File: src/rtl/rsu_pkg.sv
// Package rsu_pkg
// Shared operation codes, shift kinds, flag policies and flag bit
// positions for the rotate/shift unit. The flag positions are fixed
// because the flag byte is decoded by neighbouring logic.
package rsu_pkg;

    typedef enum logic [3:0] {
        OP_RL_THRU   = 4'd0,
        OP_RR_THRU   = 4'd1,
        OP_RL_CIRC   = 4'd2,
        OP_RR_CIRC   = 4'd3,
        OP_SL_ARITH  = 4'd4,
        OP_SR_ARITH  = 4'd5,
        OP_SR_LOGIC  = 4'd6,
        OP_ARL_THRU  = 4'd7,
        OP_ARR_THRU  = 4'd8,
        OP_ARL_CIRC  = 4'd9,
        OP_ARR_CIRC  = 4'd10,
        OP_DIG_LEFT  = 4'd11,
        OP_DIG_RIGHT = 4'd12,
        OP_RSV13     = 4'd13,
        OP_RSV14     = 4'd14,
        OP_RSV15     = 4'd15
    } rsu_op_e;

    typedef enum logic [1:0] {
        SK_THRU  = 2'd0,
        SK_CIRC  = 2'd1,
        SK_ARITH = 2'd2,
        SK_LOGIC = 2'd3
    } shift_kind_e;

    typedef enum logic [1:0] {
        FM_FULL  = 2'd0,
        FM_ACC   = 2'd1,
        FM_DIGIT = 2'd2,
        FM_HOLD  = 2'd3
    } flag_mode_e;

    localparam int FLAG_W  = 8;
    localparam int FB_SIGN = 7;
    localparam int FB_ZERO = 6;
    localparam int FB_HALF = 4;
    localparam int FB_PAR  = 2;
    localparam int FB_SUB  = 1;
    localparam int FB_CARRY = 0;

endpackage

File: src/rtl/rsu_ring_shift.sv
// Module rsu_ring_shift
// Moves a word one place left or right. The kind selects what enters
// the vacated end: the carry input (through-carry), the bit that left
// (circular), a copy of the old top bit (arithmetic right; zero on the
// left) or zero (logical). The bit that leaves is always the carry out.
// Assumes W >= 2. Purely combinational.
module rsu_ring_shift
    import rsu_pkg::*;
#(
    parameter int W = 8
) (
    input  logic [W-1:0] src,
    input  logic         cin,
    input  logic         dir_left,
    input  shift_kind_e  kind,
    output logic [W-1:0] dst,
    output logic         cout
);

    logic fill_lo;
    logic fill_hi;

    // Choose the bit that enters the vacated end for each direction.
    always_comb begin
        unique case (kind)
            SK_THRU: begin
                fill_lo = cin;
                fill_hi = cin;
            end
            SK_CIRC: begin
                fill_lo = src[W-1];
                fill_hi = src[0];
            end
            SK_ARITH: begin
                fill_lo = 1'b0;
                fill_hi = src[W-1];
            end
            default: begin
                fill_lo = 1'b0;
                fill_hi = 1'b0;
            end
        endcase
    end

    // Assemble the moved word and the departing bit.
    always_comb begin
        if (dir_left) begin
            dst  = {src[W-2:0], fill_lo};
            cout = src[W-1];
        end else begin
            dst  = {fill_hi, src[W-1:1]};
            cout = src[0];
        end
    end

endmodule

File: src/rtl/rsu_digit_rot.sv
// Module rsu_digit_rot
// Rotates three half-width digits: the low half of the accumulator and
// both halves of the memory byte. The accumulator's upper half never
// moves. Assumes W is even. Purely combinational.
module rsu_digit_rot #(
    parameter int W = 8
) (
    input  logic [W-1:0] acc,
    input  logic [W-1:0] mem,
    input  logic         left,
    output logic [W-1:0] acc_new,
    output logic [W-1:0] mem_new
);

    localparam int HW = W / 2;

    logic [HW-1:0] a_lo;
    logic [HW-1:0] m_hi;
    logic [HW-1:0] m_lo;

    assign a_lo = acc[HW-1:0];
    assign m_hi = mem[W-1:HW];
    assign m_lo = mem[HW-1:0];

    // Route the three digits in the chosen direction.
    always_comb begin
        if (left) begin
            acc_new = {acc[W-1:HW], m_hi};
            mem_new = {m_lo, a_lo};
        end else begin
            acc_new = {acc[W-1:HW], m_lo};
            mem_new = {a_lo, m_hi};
        end
    end

endmodule

File: src/rtl/rsu_flag_gen.sv
// Module rsu_flag_gen
// Builds the new flag byte under one of four policies: full rebuild,
// accumulator-rotate (keep sign/zero/parity), digit (keep carry), hold.
// Bits not named in rsu_pkg pass through from flags_in. Combinational.
module rsu_flag_gen
    import rsu_pkg::*;
#(
    parameter int W = 8
) (
    input  flag_mode_e        mode,
    input  logic [W-1:0]      val,
    input  logic              cout,
    input  logic [FLAG_W-1:0] flags_in,
    output logic [FLAG_W-1:0] flags_out
);

    logic val_sign;
    logic val_zero;
    logic val_even;

    // Derive sign, zero and even parity of the value in view.
    always_comb begin
        val_sign = val[W-1];
        val_zero = (val == '0);
        val_even = ~(^val);
    end

    // Merge the derived bits into the flag byte per policy.
    always_comb begin
        flags_out = flags_in;
        unique case (mode)
            FM_FULL: begin
                flags_out[FB_SIGN]  = val_sign;
                flags_out[FB_ZERO]  = val_zero;
                flags_out[FB_HALF]  = 1'b0;
                flags_out[FB_PAR]   = val_even;
                flags_out[FB_SUB]   = 1'b0;
                flags_out[FB_CARRY] = cout;
            end
            FM_ACC: begin
                flags_out[FB_HALF]  = 1'b0;
                flags_out[FB_SUB]   = 1'b0;
                flags_out[FB_CARRY] = cout;
            end
            FM_DIGIT: begin
                flags_out[FB_SIGN]  = val_sign;
                flags_out[FB_ZERO]  = val_zero;
                flags_out[FB_HALF]  = 1'b0;
                flags_out[FB_PAR]   = val_even;
                flags_out[FB_SUB]   = 1'b0;
            end
            default: begin
                flags_out = flags_in;
            end
        endcase
    end

endmodule

File: src/rtl/rsu_top.sv
// Module rsu_top
// Rotate, shift and digit-rotate unit with one registered output stage.
// Decodes op_sel into a source choice, a direction, a shift kind and a
// flag policy, then registers result, accumulator and flags.
// Assumes W is even and at least 4; the flag byte is 8 bits wide.
module rsu_top
    import rsu_pkg::*;
#(
    parameter int W = 8
) (
    input  logic              clk,
    input  logic              rst_n,
    input  logic [3:0]        op_sel,
    input  logic [W-1:0]      operand,
    input  logic [W-1:0]      acc_in,
    input  logic              carry_in,
    input  logic [FLAG_W-1:0] flags_in,
    output logic [W-1:0]      result,
    output logic [W-1:0]      acc_out,
    output logic [FLAG_W-1:0] flags_out
);

    rsu_op_e     op;
    logic        src_is_acc;
    logic        dir_left;
    shift_kind_e kind;
    flag_mode_e  fmode;
    logic        digit_op;
    logic        digit_left;
    logic        pass_op;

    logic [W-1:0]      sh_src;
    logic [W-1:0]      sh_res;
    logic              sh_cout;
    logic [W-1:0]      dg_acc;
    logic [W-1:0]      dg_mem;
    logic [W-1:0]      flag_val;
    logic [FLAG_W-1:0] nx_flags;
    logic [W-1:0]      nx_res;
    logic [W-1:0]      nx_acc;

    assign op = rsu_op_e'(op_sel);

    // Decode the operation code into datapath controls.
    always_comb begin
        src_is_acc = 1'b0;
        dir_left   = 1'b1;
        kind       = SK_THRU;
        fmode      = FM_FULL;
        digit_op   = 1'b0;
        digit_left = 1'b1;
        pass_op    = 1'b0;
        unique case (op)
            OP_RL_THRU:  kind = SK_THRU;
            OP_RR_THRU: begin
                kind     = SK_THRU;
                dir_left = 1'b0;
            end
            OP_RL_CIRC:  kind = SK_CIRC;
            OP_RR_CIRC: begin
                kind     = SK_CIRC;
                dir_left = 1'b0;
            end
            OP_SL_ARITH: kind = SK_ARITH;
            OP_SR_ARITH: begin
                kind     = SK_ARITH;
                dir_left = 1'b0;
            end
            OP_SR_LOGIC: begin
                kind     = SK_LOGIC;
                dir_left = 1'b0;
            end
            OP_ARL_THRU: begin
                src_is_acc = 1'b1;
                fmode      = FM_ACC;
            end
            OP_ARR_THRU: begin
                src_is_acc = 1'b1;
                dir_left   = 1'b0;
                fmode      = FM_ACC;
            end
            OP_ARL_CIRC: begin
                src_is_acc = 1'b1;
                kind       = SK_CIRC;
                fmode      = FM_ACC;
            end
            OP_ARR_CIRC: begin
                src_is_acc = 1'b1;
                kind       = SK_CIRC;
                dir_left   = 1'b0;
                fmode      = FM_ACC;
            end
            OP_DIG_LEFT: begin
                digit_op = 1'b1;
                fmode    = FM_DIGIT;
            end
            OP_DIG_RIGHT: begin
                digit_op   = 1'b1;
                digit_left = 1'b0;
                fmode      = FM_DIGIT;
            end
            default: begin
                pass_op = 1'b1;
                fmode   = FM_HOLD;
            end
        endcase
    end

    assign sh_src = src_is_acc ? acc_in : operand;

    rsu_ring_shift #(.W(W)) u_ring (
        .src      (sh_src),
        .cin      (carry_in),
        .dir_left (dir_left),
        .kind     (kind),
        .dst      (sh_res),
        .cout     (sh_cout)
    );

    rsu_digit_rot #(.W(W)) u_digit (
        .acc     (acc_in),
        .mem     (operand),
        .left    (digit_left),
        .acc_new (dg_acc),
        .mem_new (dg_mem)
    );

    assign flag_val = digit_op ? dg_acc : sh_res;

    rsu_flag_gen #(.W(W)) u_flags (
        .mode      (fmode),
        .val       (flag_val),
        .cout      (sh_cout),
        .flags_in  (flags_in),
        .flags_out (nx_flags)
    );

    // Select the next result and accumulator values.
    always_comb begin
        if (pass_op) begin
            nx_res = operand;
            nx_acc = acc_in;
        end else if (digit_op) begin
            nx_res = dg_mem;
            nx_acc = dg_acc;
        end else if (src_is_acc) begin
            nx_res = sh_res;
            nx_acc = sh_res;
        end else begin
            nx_res = sh_res;
            nx_acc = acc_in;
        end
    end

    // Output register stage with synchronous active-low clear.
    always_ff @(posedge clk) begin
        if (!rst_n) begin
            result    <= '0;
            acc_out   <= '0;
            flags_out <= '0;
        end else begin
            result    <= nx_res;
            acc_out   <= nx_acc;
            flags_out <= nx_flags;
        end
    end

endmodule

File: config.mk
export PLATFORM = sky130hd
export DESIGN_NAME = rsu_top
export DESIGN_NICKNAME = d
export VERILOG_FILES = /design/src/rtl/rsu_pkg.sv /design/src/rtl/rsu_ring_shift.sv /design/src/rtl/rsu_digit_rot.sv /design/src/rtl/rsu_flag_gen.sv /design/src/rtl/rsu_top.sv
export SDC_FILE = /design/constraint.sdc
export NUM_CORES = 1
export LEC_CHECK = 0
export BUFFER_PORTS_ARGS = -buffer_cell sky130_fd_sc_hd__buf_2
export CORE_MARGIN = 2
export CORE_UTILIZATION = 45
export DETAILED_ROUTE_END_ITERATION = 7
export GPL_TIMING_DRIVEN = 0
export PLACE_DENSITY = 0.74
export SETUP_SLACK_MARGIN = 0.05
export SYNTH_ARGS = -nofsm -noshare
export SYNTH_HDL_FRONTEND = slang
export SYNTH_SLANG_ARGS = --single-unit
File: constraint.sdc
create_clock -name clk -period 4.4 [get_ports clk]
set_clock_uncertainty 0.15 [all_clocks]
set_input_delay 0 -clock clk [delete_from_list [all_inputs] [get_ports clk]]
set_output_delay 0 -clock clk [all_outputs]
set_load 0.01 [all_outputs]
== After elaboration in Yosys (flattened, before gate mapping) ==
Index checks and enable logic that the tools add are counted.

* Bits in read-only memories: 0
* Word-level logic and storage cells: 57
* Latch bits: 0
* Memories: 0
* Output and inout bits: 24
* Memory bits (writable): 0
* Register bits after elaboration: 24

* Eq/ne operators: 16
* Reductions and logical operators: 15
* Bitwise operators: 2
* $mul: 0
* Shift operators: 0
* $lt $le $gt $ge: 0
* Mux-type cells: 20
* Div/mod/pow operators: 0
* $add $sub $neg: 0

{| class="wikitable"
|+ Operators by type and width
! operator !! number
|-
| 8-bit two-way mux || 9
|-
| 4-bit equality test, second input constant || 5
|-
| 4-bit by 3-bit equality test with 1-bit output, second input constant || 4
|-
| 13-bit OR reduction || 1
|-
| 2-bit one-hot mux with 3 select lines || 2
|-
| 4-bit OR reduction || 3
|-
| 4-bit by 2-bit equality test with 1-bit output, second input constant || 2
|-
| 8-bit logical NOT || 1
|-
| 2-bit OR reduction || 4
|-
| 8-bit XOR reduction || 1
|-
| 7-bit OR reduction || 1
|-
| 6-bit OR reduction || 1
|-
| 1-bit two-way mux || 5
|-
| 2-bit by 1-bit equality test with 1-bit output, second input constant || 2
|-
| 2-bit equality test, second input constant || 2
|-
| 4-bit by 1-bit equality test with 1-bit output, second input constant || 1
|-
| 2-bit logical NOT || 2
|-
| 4-bit logical NOT || 1
|-
| 4-bit two-way mux || 1
|-
| 1-bit one-hot mux with 3 select lines || 1
|-
| 2-bit two-way mux || 1
|-
| 1-bit NOT || 2
|-
| 1-bit one-hot mux with 2 select lines || 1
|}

== Logic depth before layout (Yosys ltp) ==
* Depth after elaboration: 10
* Gate-level depth with buffers: 13

== Cells and area by module ==
From an unflattened synthesis, not the netlist that was laid out.

* Cell total of the unflattened synthesis: 245
* Area, all modules: 2,028.2 um2

{| class="wikitable"
|+ Modules (own cells, without submodules)
! module !! instances !! cells an instance !! area an instance (um2) !! seq. area each (um2)
|-
| rsu_top || 1 || 184 || 1,455.1 || 480.5
|-
| rsu_digit_rot || 1 || 17 || 214.0 || 0.0
|-
| rsu_ring_shift || 1 || 17 || 181.4 || 0.0
|-
| rsu_flag_gen || 1 || 27 || 177.7 || 0.0
|}

== Least setup slack after synthesis ==
Ideal clock, no wire load.

* Kind: input to register
* Start point: input op_sel[0]
* End point: register flags_out[2]
* Path slack: 2.111 ns
* Required time: 4.178 ns
* Library setup time: 0.072 ns
* Buffers on the path: 2
* Stages: 12
* Data arrival time: 2.067 ns
* Cells stage by stage: buf_6 -> and2_4 -> buf_6 -> o21ai_2 -> mux2_1 -> o211ai_1 -> a21boi_1 -> ha_1 -> xnor2_1 -> xnor2_1 -> nand2_1 -> a21oi_1

* Cells in the longest elaborated chain, start to end: 10

{| class="wikitable"
|+ RTL lines
! what !! RTL line !! text
|-
| start, declared || rsu_top.sv:13 || <nowiki>input logic [3:0] op_sel,</nowiki>
|-
| 4-bit equality test, or another cell as far along || rsu_top.sv:53 || <nowiki>unique case (op)</nowiki>
|-
| 4-bit OR reduction (no line) / 2-bit OR reduction (equally long branches) || n/a ||
|-
| 2-bit one-hot mux with 3 select lines / 1-bit two-way mux (equally long branches) || rsu_top.sv:53 ||
|-
| 2-bit equality test, or another cell as far along || rsu_ring_shift.sv:25 || <nowiki>unique case (kind)</nowiki>
|-
| 1-bit one-hot mux with 3 select lines / 1-bit one-hot mux with 2 select lines (equally long branches) || rsu_ring_shift.sv:25 ||
|-
| 8-bit two-way mux || rsu_ring_shift.sv:47 || <nowiki>if (dir_left) begin</nowiki>
|-
| 8-bit two-way mux || rsu_top.sv:128 || <nowiki>assign flag_val = digit_op ? dg_acc : sh_res;</nowiki>
|-
| 8-bit XOR reduction || rsu_flag_gen.sv:25 || <nowiki>val_even = ~(^val);</nowiki>
|-
| 1-bit NOT || rsu_flag_gen.sv:25 ||
|-
| 1-bit two-way mux * || rsu_flag_gen.sv:31 || <nowiki>unique case (mode)</nowiki>
|-
| end signal, assigned || rsu_top.sv:164 || <nowiki>flags_out <= nx_flags;</nowiki>
|-
| end, declared || rsu_top.sv:20 || <nowiki>output logic [FLAG_W-1:0] flags_out</nowiki>
|}

Every way passes the cells marked *; elsewhere a longest branch is shown, timed or not.
A chain may end at the register's enable or synchronous reset.

== Final worst setup path ==
* Start point: input acc_in[6]
* End point: register flags_out[2]

* Cells in the longest elaborated chain, start to end: 6

{| class="wikitable"
|+ RTL lines
! what !! RTL line !! text
|-
| start, declared || rsu_top.sv:15 || <nowiki>input logic [W-1:0] acc_in,</nowiki>
|-
| 8-bit two-way mux || rsu_top.sv:109 || <nowiki>assign sh_src = src_is_acc ? acc_in : operand;</nowiki>
|-
| 8-bit two-way mux || rsu_ring_shift.sv:47 ||
|-
| 8-bit two-way mux * || rsu_top.sv:128 ||
|-
| 8-bit XOR reduction * || rsu_flag_gen.sv:25 ||
|-
| 1-bit NOT * || rsu_flag_gen.sv:25 ||
|-
| 1-bit two-way mux * || rsu_flag_gen.sv:31 ||
|}

Marks and branches as above.

==> flow_metrics.tcl <==
set metrics [dict create \
    die-height_um 71.5 \
    synthArstFlopShare_pct 0 \
    drv_cap 0 \
    syn_nets 296 \
    clk_pin_slew_ns 0.08 \
    end_kind "register" \
    status "finished clean" \
    max_slew.worst_pin.slew_ns 0.652 \
    first_iter_violations 214 \
    drt-met1-wl_um 2850 \
    routed.top_layer "met4" \
    drc 0 \
    dieArea_um2 5110 \
    clk_path_buf_depth 2 \
    synth_top_area_share_pct 23.4 \
    cp.arrival_ns 2.47 \
    root_buffer "clkbuf_8" \
    synth_edf_count 0 \
    place_congestion 0.941 \
    crit_required_ns 4.45 \
    grt_setup_unrepaired "false" \
    wl_met2_um 3100 \
    ctsResizeCount 0 \
    syn_area_um2 2050 \
    synth-seq-cells 24 \
    syn_to_final_growth_pct 28.4 \
    hold_violations 0 \
    grt_pass1_wl_um 11000 \
    hp-start "acc_in[2]" \
    cp-startpoint "acc_in[6]" \
    cp_max_fo 6 \
    crit_path_start_kind "primary input" \
    yosys_most_used_dff "dfxtp_1" \
    post-route-period-util_pct 55.1 \
    htree_num_levels 1 \
    grt_pass1_vias 2266 \
    wirelength_um 6750 \
    num_io_pins 55 \
    hold_slack_ns 0.0841 \
    total_leakage_power_uw 0.00112 \
    drive_gt1_share_pct 26.3 \
    max-slew-margin-rel_pct 56.3 \
    vias 2429 \
    io_buffers 51 \
    synth_cell_types 69 \
    drv_slew 0 \
    wl_met3_um 645 \
    layout_min_cycle_time_ns 2.42 \
    post_cts_buffers 0 \
    grt_use_total_pct 26.7 \
    wl_per_cell_um 17.5 \
    synth_warnings 0 \
    clock.fmax_ghz 0.413 \
    clkSinkCount 24 \
    synth.yosys.seq_area_share_pct 23.4 \
    cts_tree "done" \
    syn_inst 260 \
    synth.largest_area_cell "dfxtp_1" \
    rows 24 \
    die_w_um 71.5 \
    pwr_density_cell_nw_per_um2 273 \
    nets 371 \
    dpl.hpwl_um 4730 \
    setup_tns_ns 0 \
    antenna_left 0 \
    gr-total-overflow 0 \
    n_antenna_cell 0 \
    firstDrtPassIters 5 \
    hp-class "in2reg" \
    cts_buffers 3 \
    antenna_found_initial 0 \
    syn_avg_cell_area_um2 7.88 \
    cts_hold_buf 19 \
    worstSetupPathType "in2reg" \
    setup_viol 0 \
    ys_top_cells_by_area "dfxtp_1 23%, o21ai_0 6.3%, a21oi_1 4.4%" \
    initial_utilization_pct 46.7 \
    ir_drop_v 0.000123 \
    grt_max_degree 15 \
    core-area_um2 4380 \
    avgViaCountPerCell 6.29 \
]
-- where the power goes --
part           internal [uW]  leakage (uW)  switching [uW]  total, uW
logic                    125      0.000883             157        282
clock network            122     0.0000357            70.4        192
registers                239      0.000200            4.18        243
-- layer usage --
layer / GRT usage [%] / up-vias
li1: - / 1142
met1: 35.9 / 1112
met3: 2.95 / 19
met4: 9.43 / 0
met2: 44.1 / 156
met5: 0 / -
-- final timing paths --
check / cells past startpoint / to / slack, ns
setup / recovery: 12 / flags_out[2] / 1.98
hold / removal: 4 / result[3] / 0.08
-- layout make-up --
cell class                 count  area [um^2]
multi-input combinational    203         1390
tap                           52         65.1
timing repair buffer          70          445
buffer                        22          140
fill                         416         1750
clock inverter                 1         30.0
inverter                      11         41.3
clock buffer                   3         41.3
sequential                    24          480
-- placed cells by master, fill, tap and decap left out, types with 4 or more instances in the layout --
master         synthesis  layout
a22oi_1                5       5
a21oi_1               18      18
nand2b_1               5       5
buf_6                  5       5
ha_1                   5       5
dfxtp_1               24      24
o211ai_1              11      11
a22o_1                 4       4
buf_2                  7      58
nand2_1               20      20
clkbuf_1               6       6
o21ai_0               26      26
inv_1                  9       9
a31oi_1                6       6
dlygate4sd3_1          0      19
nor2_1                12      12
a211oi_1               5       5
o2111ai_1              4       4
nor3_1                 4       4
nand3_1                6       6
nand3b_1               4       4
-- registers in the layout, summed over array words and instances (netlist names) --
register,count
acc_out,8
flags_out,8
result,8
-- synthesized netlist by cell type, drive strengths merged, types with 2 or more instances --
cell,n
o211ai,11
and2,5
a31oi,6
o31a,3
nand2b,5
nand4b,3
o2111ai,5
nand3,6
o21ai,29
a22oi,5
nor2b,2
a21boi,3
xnor2,3
nand2,20
a21o,2
a221oi,3
inv,10
o22ai,2
a21oi,19
nor3,7
a211oi,5
a22o,4
mux2,2
nor4b,3
buf,16
nand3b,4
clkbuf,6
o221ai,4
ha,5
dfxtp,24
o21a,4
mux2i,3
nor2,13
-- kinds of logic after synthesis --
| group | count (synthesis) | share of synthesized area [%] |
|---|---|---|
| AOI/OAI and AO/OA | 115 | 39.7 |
| xor gates and xnor gates | 4 | 1.71 |
| adders and majority gates | 5 | 3.05 |
| buffers and inverters | 33 | 8.85 |
| DFF | 24 | 23.4 |
| muxes | 5 | 2.56 |
| and+or+nand+nor | 74 | 20.7 |
-- worst max-delay path, cell delays in order --
cell,delay (ns)
dlygate4sd3_1,0.53
buf_2,0.17
and4b_1,0.19
o31ai_1,0.21
nand2_1,0.14
a21oi_1,0.28
mux2_2,0.22
ha_1,0.22
xnor2_1,0.18
xnor2_1,0.13
nand2_1,0.07
a21oi_1,0.13
-- through the flow --
stage	worst slack [ns]	instance area, um^2	total power (uW)	cells	util [%]
finish	1.98	2630	718	386	60.0
global route	1.72	2630	757	386	60.0
CTS	1.99	2630	714	386	60.0
detailed placement	1.81	2370	511	363	54.1
global placement	1.82	2370	508	363	54.1
floorplan	2.11	2050	430	260	-
Note: power is estimated with default switching activity, not from simulation.
